<file path="src/rtl/evcnt_pkg.sv">
package evcnt_pkg;
  localparam int ADDR_W = 3;
  typedef enum logic [ADDR_W-1:0] {
    A_FRM  = 3'd0,
    A_LOST = 3'd1,
    A_ERR  = 3'd2,
    A_TOK  = 3'd3,
    A_EVT  = 3'd4,
    A_MSK  = 3'd5
  } reg_addr_e;
  localparam int N_CNT = 4;
endpackage

</file>
<file path="src/rtl/evcnt_dec.sv">
module evcnt_dec
  import evcnt_pkg::*;
(
  input  logic [ADDR_W-1:0] addr,
  input  logic              rd,
  input  logic              wr,
  output logic [N_CNT-1:0]  clr_hit,
  output logic              wr_evt,
  output logic              wr_msk
);
  always_comb begin
    clr_hit = '0;
    if (rd) begin
      case (addr)
        A_FRM:   clr_hit[0] = 1'b1;
        A_LOST:  clr_hit[1] = 1'b1;
        A_ERR:   clr_hit[2] = 1'b1;
        default: clr_hit = '0;
      endcase
    end
    wr_evt = wr && (addr == A_EVT);
    wr_msk = wr && (addr == A_MSK);
  end
endmodule

</file>
<file path="src/rtl/evcnt_ctr.sv">
module evcnt_ctr #(
  parameter int W = 8
) (
  input  logic         clk,
  input  logic         rst_n,
  input  logic         srst,
  input  logic         inc,
  input  logic         clr,
  output logic [W-1:0] cnt
);
  function automatic logic [W-1:0] cnt_next(input logic [W-1:0] cur,
                                            input logic inc_i,
                                            input logic clr_i);
    logic [W-1:0] base;
    base = clr_i ? '0 : cur;
    return base + W'(inc_i);
  endfunction

  always_ff @(posedge clk or negedge rst_n) begin
    if (!rst_n)    cnt <= '0;
    else if (srst) cnt <= '0;
    else           cnt <= cnt_next(cnt, inc, clr);
  end

  // a clearing read with no increment leaves zero
  p_clr_zero_r1: assert property (@(posedge clk) disable iff (!rst_n)
    (clr && !inc && !srst) |=> (cnt == '0));
  // a clear colliding with an increment leaves one
  p_clr_inc_one_r2: assert property (@(posedge clk) disable iff (!rst_n)
    (clr && inc && !srst) |=> (cnt == W'(1)));
  // no strobe, no clear, no change
  p_hold_r10: assert property (@(posedge clk) disable iff (!rst_n)
    (!clr && !inc && !srst) |=> $stable(cnt));
endmodule

</file>
<file path="src/rtl/evcnt_irq.sv">
module evcnt_irq #(
  parameter int N_EVT = 8,
  parameter int DW    = 8
) (
  input  logic             clk,
  input  logic             rst_n,
  input  logic             srst,
  input  logic [N_EVT-1:0] evt_set,
  input  logic             wr_evt,
  input  logic             wr_msk,
  input  logic [DW-1:0]    wdata,
  output logic [N_EVT-1:0] evt_q,
  output logic [N_EVT-1:0] msk_q,
  output logic             irq
);
  logic [N_EVT-1:0] w1c;
  assign w1c = wr_evt ? wdata[N_EVT-1:0] : '0;

  always_ff @(posedge clk or negedge rst_n) begin
    if (!rst_n)    evt_q <= '0;
    else if (srst) evt_q <= '0;
    else           evt_q <= (evt_q & ~w1c) | evt_set;
  end

  always_ff @(posedge clk or negedge rst_n) begin
    if (!rst_n)      msk_q <= '0;
    else if (wr_msk) msk_q <= wdata[N_EVT-1:0];
  end

  assign irq = |(evt_q & msk_q);

  // soft reset leaves the mask alone
  p_mask_keep_soft_r8: assert property (@(posedge clk) disable iff (!rst_n)
    (srst && !wr_msk) |=> $stable(msk_q));
  // a set strobe always lands, even against a clear
  p_set_wins_r5: assert property (@(posedge clk) disable iff (!rst_n)
    (!srst && (|evt_set)) |=> ((evt_q & $past(evt_set)) == $past(evt_set)));
  // write-one-to-clear drops bits that are not being set
  p_w1c_r5: assert property (@(posedge clk) disable iff (!rst_n)
    (wr_evt && !srst) |=> ((evt_q & $past(w1c & ~evt_set)) == '0));
endmodule

</file>
<file path="src/rtl/evcnt_bank.sv">
module evcnt_bank
  import evcnt_pkg::*;
#(
  parameter int CNT_W = 8,
  parameter int N_EVT = 8
) (
  input  logic              clk,
  input  logic              rst_n,
  input  logic              mac_rst,
  input  logic              inc_frame,
  input  logic              inc_lost,
  input  logic              inc_err,
  input  logic              inc_token,
  input  logic [N_EVT-1:0]  evt_set,
  input  logic [ADDR_W-1:0] host_addr,
  input  logic              host_rd,
  input  logic              host_wr,
  input  logic [CNT_W-1:0]  host_wdata,
  output logic [CNT_W-1:0]  host_rdata,
  output logic              irq
);
  logic [N_CNT-1:0] inc_vec;
  logic [N_CNT-1:0] clr_hit;
  logic             wr_evt, wr_msk;
  logic [CNT_W-1:0] cnt_q [N_CNT];
  logic [N_EVT-1:0] evt_q, msk_q;

  assign inc_vec = {inc_token, inc_err, inc_lost, inc_frame};

  evcnt_dec u_dec (
    .addr(host_addr), .rd(host_rd), .wr(host_wr),
    .clr_hit(clr_hit), .wr_evt(wr_evt), .wr_msk(wr_msk)
  );

  for (genvar i = 0; i < N_CNT; i++) begin : g_cnt
    evcnt_ctr #(.W(CNT_W)) u_ctr (
      .clk(clk), .rst_n(rst_n), .srst(mac_rst),
      .inc(inc_vec[i]), .clr(clr_hit[i]), .cnt(cnt_q[i])
    );
  end

  evcnt_irq #(.N_EVT(N_EVT), .DW(CNT_W)) u_irq (
    .clk(clk), .rst_n(rst_n), .srst(mac_rst), .evt_set(evt_set),
    .wr_evt(wr_evt), .wr_msk(wr_msk), .wdata(host_wdata),
    .evt_q(evt_q), .msk_q(msk_q), .irq(irq)
  );

  always_comb begin
    case (host_addr)
      A_FRM:   host_rdata = cnt_q[0];
      A_LOST:  host_rdata = cnt_q[1];
      A_ERR:   host_rdata = cnt_q[2];
      A_TOK:   host_rdata = cnt_q[3];
      A_EVT:   host_rdata = CNT_W'(evt_q);
      A_MSK:   host_rdata = CNT_W'(msk_q);
      default: host_rdata = '0;
    endcase
  end

  // reads never clear the token counter
  p_tok_no_clr_r4: assert property (@(posedge clk) disable iff (!rst_n)
    (!mac_rst && !inc_token) |=> $stable(cnt_q[3]));
  // a host write alone never moves a counter
  p_wr_no_cnt_r9: assert property (@(posedge clk) disable iff (!rst_n)
    (host_wr && !host_rd && !mac_rst && inc_vec == '0) |=>
      ($stable(cnt_q[0]) && $stable(cnt_q[1]) && $stable(cnt_q[2])));
endmodule

</file>
<file path="config.mk">
export PLATFORM = sky130hd
export DESIGN_NAME = evcnt_bank
export DESIGN_NICKNAME = d
export VERILOG_FILES = /design/src/rtl/evcnt_pkg.sv /design/src/rtl/evcnt_dec.sv /design/src/rtl/evcnt_ctr.sv /design/src/rtl/evcnt_irq.sv /design/src/rtl/evcnt_bank.sv
export SDC_FILE = /design/constraint.sdc
export NUM_CORES = 1
export LEC_CHECK = 0
export ABC_CLOCK_PERIOD_IN_PS = 1500
export BUFFER_PORTS_ARGS = -buffer_cell sky130_fd_sc_hd__buf_2
export CAP_MARGIN = 0
export CELL_PAD_IN_SITES_DETAIL_PLACEMENT = 1
export CELL_PAD_IN_SITES_GLOBAL_PLACEMENT = 1
export CORE_MARGIN = 10
export CORE_UTILIZATION = 40
export CTS_CLUSTER_DIAMETER = 40
export DETAILED_ROUTE_END_ITERATION = 7
export GPL_TIMING_DRIVEN = 0
export PLACE_DENSITY_LB_ADDON = 0.08
export SLEW_MARGIN = 20
export SYNTH_ARGS = -nofsm -noshare
export SYNTH_HDL_FRONTEND = slang
export SYNTH_SLANG_ARGS = --single-unit
export TNS_END_PERCENT = 5
</file>
<file path="constraint.sdc">
create_clock -name clk -period 1.5 [get_ports clk]
set_input_delay 0.075 -clock clk [delete_from_list [all_inputs] [get_ports clk]]
set_output_delay 0.075 -clock clk [all_outputs]
set_load 0.01 [all_outputs]
</file>
==> results_dict.tcl <==
set metrics [dict create \
    dp.cells 389 \
    drive_gt1_share_pct 31.5 \
    synth_area_leaders "dfrtp_1 44%, a21oi_1 5.2%, mux2_2 5.0%" \
    slew_violations 0 \
    htreeDepth 2 \
    clk_pin_slew_worst_paths_ns 0.09 \
    dpl.hpwl_mm 5.69 \
    hold_viol_final 0 \
    violations "negative setup slack" \
    viasPerCell 5.60 \
    grt_usage_pct 15.9 \
    timing.final.crit_period_ns 1.54 \
    synth_nets 314 \
    final_common_cell "dfrtp_1" \
    io_buffers 34 \
    synth_area_per_cell_um2 9.75 \
    num_io_pins 37 \
    clk_latency_ns 0.31 \
    leakage_nw 1.48 \
    syn_area_mm2 0.00271 \
    hold_class "input pin to flop" \
    grt_overflow_total 0 \
    instances_no_fill 413 \
    status "finished, violations left" \
    tightest_slew_ns 0.617 \
    reg2reg_depth 5 \
    first_pass_iters 4 \
    grt_max_degree 49 \
    core_area_mm2 0.00646 \
    grt_pass1_vias 2518 \
    cap_violations 0 \
    crit_path_end_kind "output port" \
    cts_sinks 48 \
    pwr_density_cell_mw_per_mm2 808 \
    die_w_um 102 \
    synth_top_area_share_pct 44.3 \
    timing.final.crit_share_pct 103 \
    drc 0 \
    rows 29 \
    ys_ff_latch 48 \
    crit_path_start_kind "flop" \
    required_ns 1.42 \
    met1_usage_pct 20.4 \
    synth_cells 278 \
    slew_headroom_pct 58.9 \
    drtIter0Drc 99 \
    nets 371 \
    cts_buffers 5 \
    hold_end "u_irq.msk_q[1]" \
    ys_types 40 \
    r2r_slack_ns 0.02 \
    place.gp.congestion 0.869 \
    vias 2314 \
    n_antenna_cell 0 \
    grt_use_met2_pct 25.7 \
    initial_core_util_pct 42.0 \
    final_cell_mix "41 x dfrtp_1, 34 x buf_2, 23 x o21ai_0" \
    power_mw 2.77 \
    use_met3_pct 3.51 \
    worstHoldStart "host_wdata[1]" \
    critical_path_arrival_ns 1.46 \
    grt.busiest_layer "met2" \
    reg2reg_from "g_cnt[0].u_ctr.cnt[0]" \
    clock_skew_ns 0.00690 \
    peakVddDrop_uv 480 \
    cts_tree "built" \
    grt_setup_unrepaired "true" \
    setup_ws_ns -0.0388 \
    whs_path_depth 2 \
    die_height_um 102 \
    crit_fanout 2 \
    fmax_mhz 650 \
    antenna_found_initial 0 \
    dieArea_mm2 0.0105 \
    drtAntennaViolNets 0 \
    clock_path_buffers 2 \
    root_buffer "clkbuf_8" \
    crit_type "flop to output port" \
    grt_pass1_wl_mm 13.0 \
    wl_per_cell_um 18.9 \
    setup_viol 2 \
    area_growth_pct 26.6 \
    yosysWarningCount 0 \
    drt_wl_total_mm 7.80 \
    yosysSeqAreaShare_pct 44.3 \
    reg2reg_to "g_cnt[0].u_ctr.cnt[2]" \
    synth_area_leader_cell "dfrtp_1" \
]
[kinds of logic (layout without fill, tap and decap cells)]
| logic type | count (synthesis) | count (layout) | share of synthesized area (%) |
|---|---|---|---|
| simple gates | 83 | 83 | 18.5 |
| compound gates | 72 | 72 | 15.4 |
| flops | 48 | 48 | 44.3 |
| buf+inv | 33 | 91 | 5.45 |
| mux | 25 | 25 | 9.78 |
| xor+xnor | 9 | 9 | 2.91 |
| fa+ha+maj | 8 | 8 | 3.69 |
[timing repair]
item | CTS | global route
pin swaps | 6 | 5
hold endpoints to repair | 56 | 0
resized for setup | 13 | 25
endpoints found under the setup margin | 13 | 20
buffers inserted | 6 | 1
hold buffers | 9 | 0
[worst max-delay path: stages, from the launching register on]
cell,delay [ns]
dfrtp_2,0.41
mux2_2,0.29
a221oi_2,0.22
a21oi_1,0.08
buf_2,0.16
[cell type report]
cell class | count | area (µm²)
Buffer | 11 | 73.8
Timing Repair Buffer | 50 | 315
Multi-Input combinational cell | 197 | 1570
Fill cell | 736 | 3030
Clock buffer | 8 | 90.1
Inverter | 22 | 82.6
Sequential cell | 48 | 1210
Tap cell | 77 | 96.3
[metrics by stage]
| stage | setup WS [ns] | util, % | cell area [µm²] | TNS (ns) | hold WS, ns |
|---|---|---|---|---|---|
| detailed placement | -0.355 | 47.3 | 3060 | -2.26 | 0.140 |
| finish | -0.0388 | 53.2 | 3430 | -0.0661 | 0.00973 |
| global route | -0.0782 | 53.2 | 3430 | -0.486 | 0.0120 |
| floorplan | -0.0154 | - | 2790 | -0.0154 | -0.221 |
| CTS | -0.0572 | 51.7 | 3340 | -0.222 | 0.00675 |
| global placement | -0.321 | 47.3 | 3050 | -1.80 | 0.304 |
[layer usage]
metal,part of all wire [%],up-vias
met1,46,1155
li1,-,1105
met5,0,-
met2,48,40
met4,1.7,0
met3,4.7,14
[synthesized netlist by cell type, drive strengths merged]
| master | number |
|---|---|
| nor4b | 1 |
| inv | 22 |
| xor2 | 8 |
| nor3b | 2 |
| o221ai | 3 |
| clkbuf | 5 |
| buf | 6 |
| o21ai | 26 |
| a22oi | 7 |
| nand4b | 1 |
| a221oi | 1 |
| nand3 | 19 |
| dfrtp | 48 |
| ha | 8 |
| xnor2 | 1 |
| a211oi | 1 |
| o21a | 1 |
| and2b | 2 |
| nor2b | 15 |
| nand2 | 6 |
| a21o | 1 |
| or4 | 1 |
| mux2 | 12 |
| o31ai | 1 |
| nand2b | 2 |
| nor4bb | 1 |
| a21oi | 28 |
| o32a | 2 |
| or3 | 15 |
| and4bb | 1 |
| nor2 | 9 |
| a211o | 1 |
| or2 | 3 |
| nand4bb | 1 |
| nand4 | 4 |
| mux2i | 13 |
[state kept, by name, summed over array words and instances, names as in the netlist]
| signal | count |
|---|---|
| g_cnt.u_ctr.cnt | 32 |
| u_irq.evt_q | 8 |
| u_irq.msk_q | 8 |
[where the power goes]
| part | total [mW] | internal (mW) | switching [mW] |
|---|---|---|---|
| registers | 1.46 | 1.38 | 0.0801 |
| logic | 0.509 | 0.253 | 0.255 |
| clock network | 0.809 | 0.377 | 0.432 |
| total | 2.77 | 2.01 | 0.768 |
[how the worst max path moves through the flow]
stage	end	from	depth (start not counted)	slack, ns
6_report	host_rdata[3]	g_cnt[0].u_ctr.cnt[3]	4	-0.04
4_1_cts	host_rdata[3]	g_cnt[0].u_ctr.cnt[3]	4	-0.06
3_3_place_gp	g_cnt[1].u_ctr.cnt[6]	host_addr[0]	9	-0.32
5_1_grt	host_rdata[5]	g_cnt[3].u_ctr.cnt[5]	4	-0.08
3_5_place_dp	g_cnt[1].u_ctr.cnt[7]	host_addr[0]	8	-0.36
2_1_floorplan	g_cnt[2].u_ctr.cnt[2]	host_addr[2]	7	-0.02
Power figures use the tool's default switching activity.
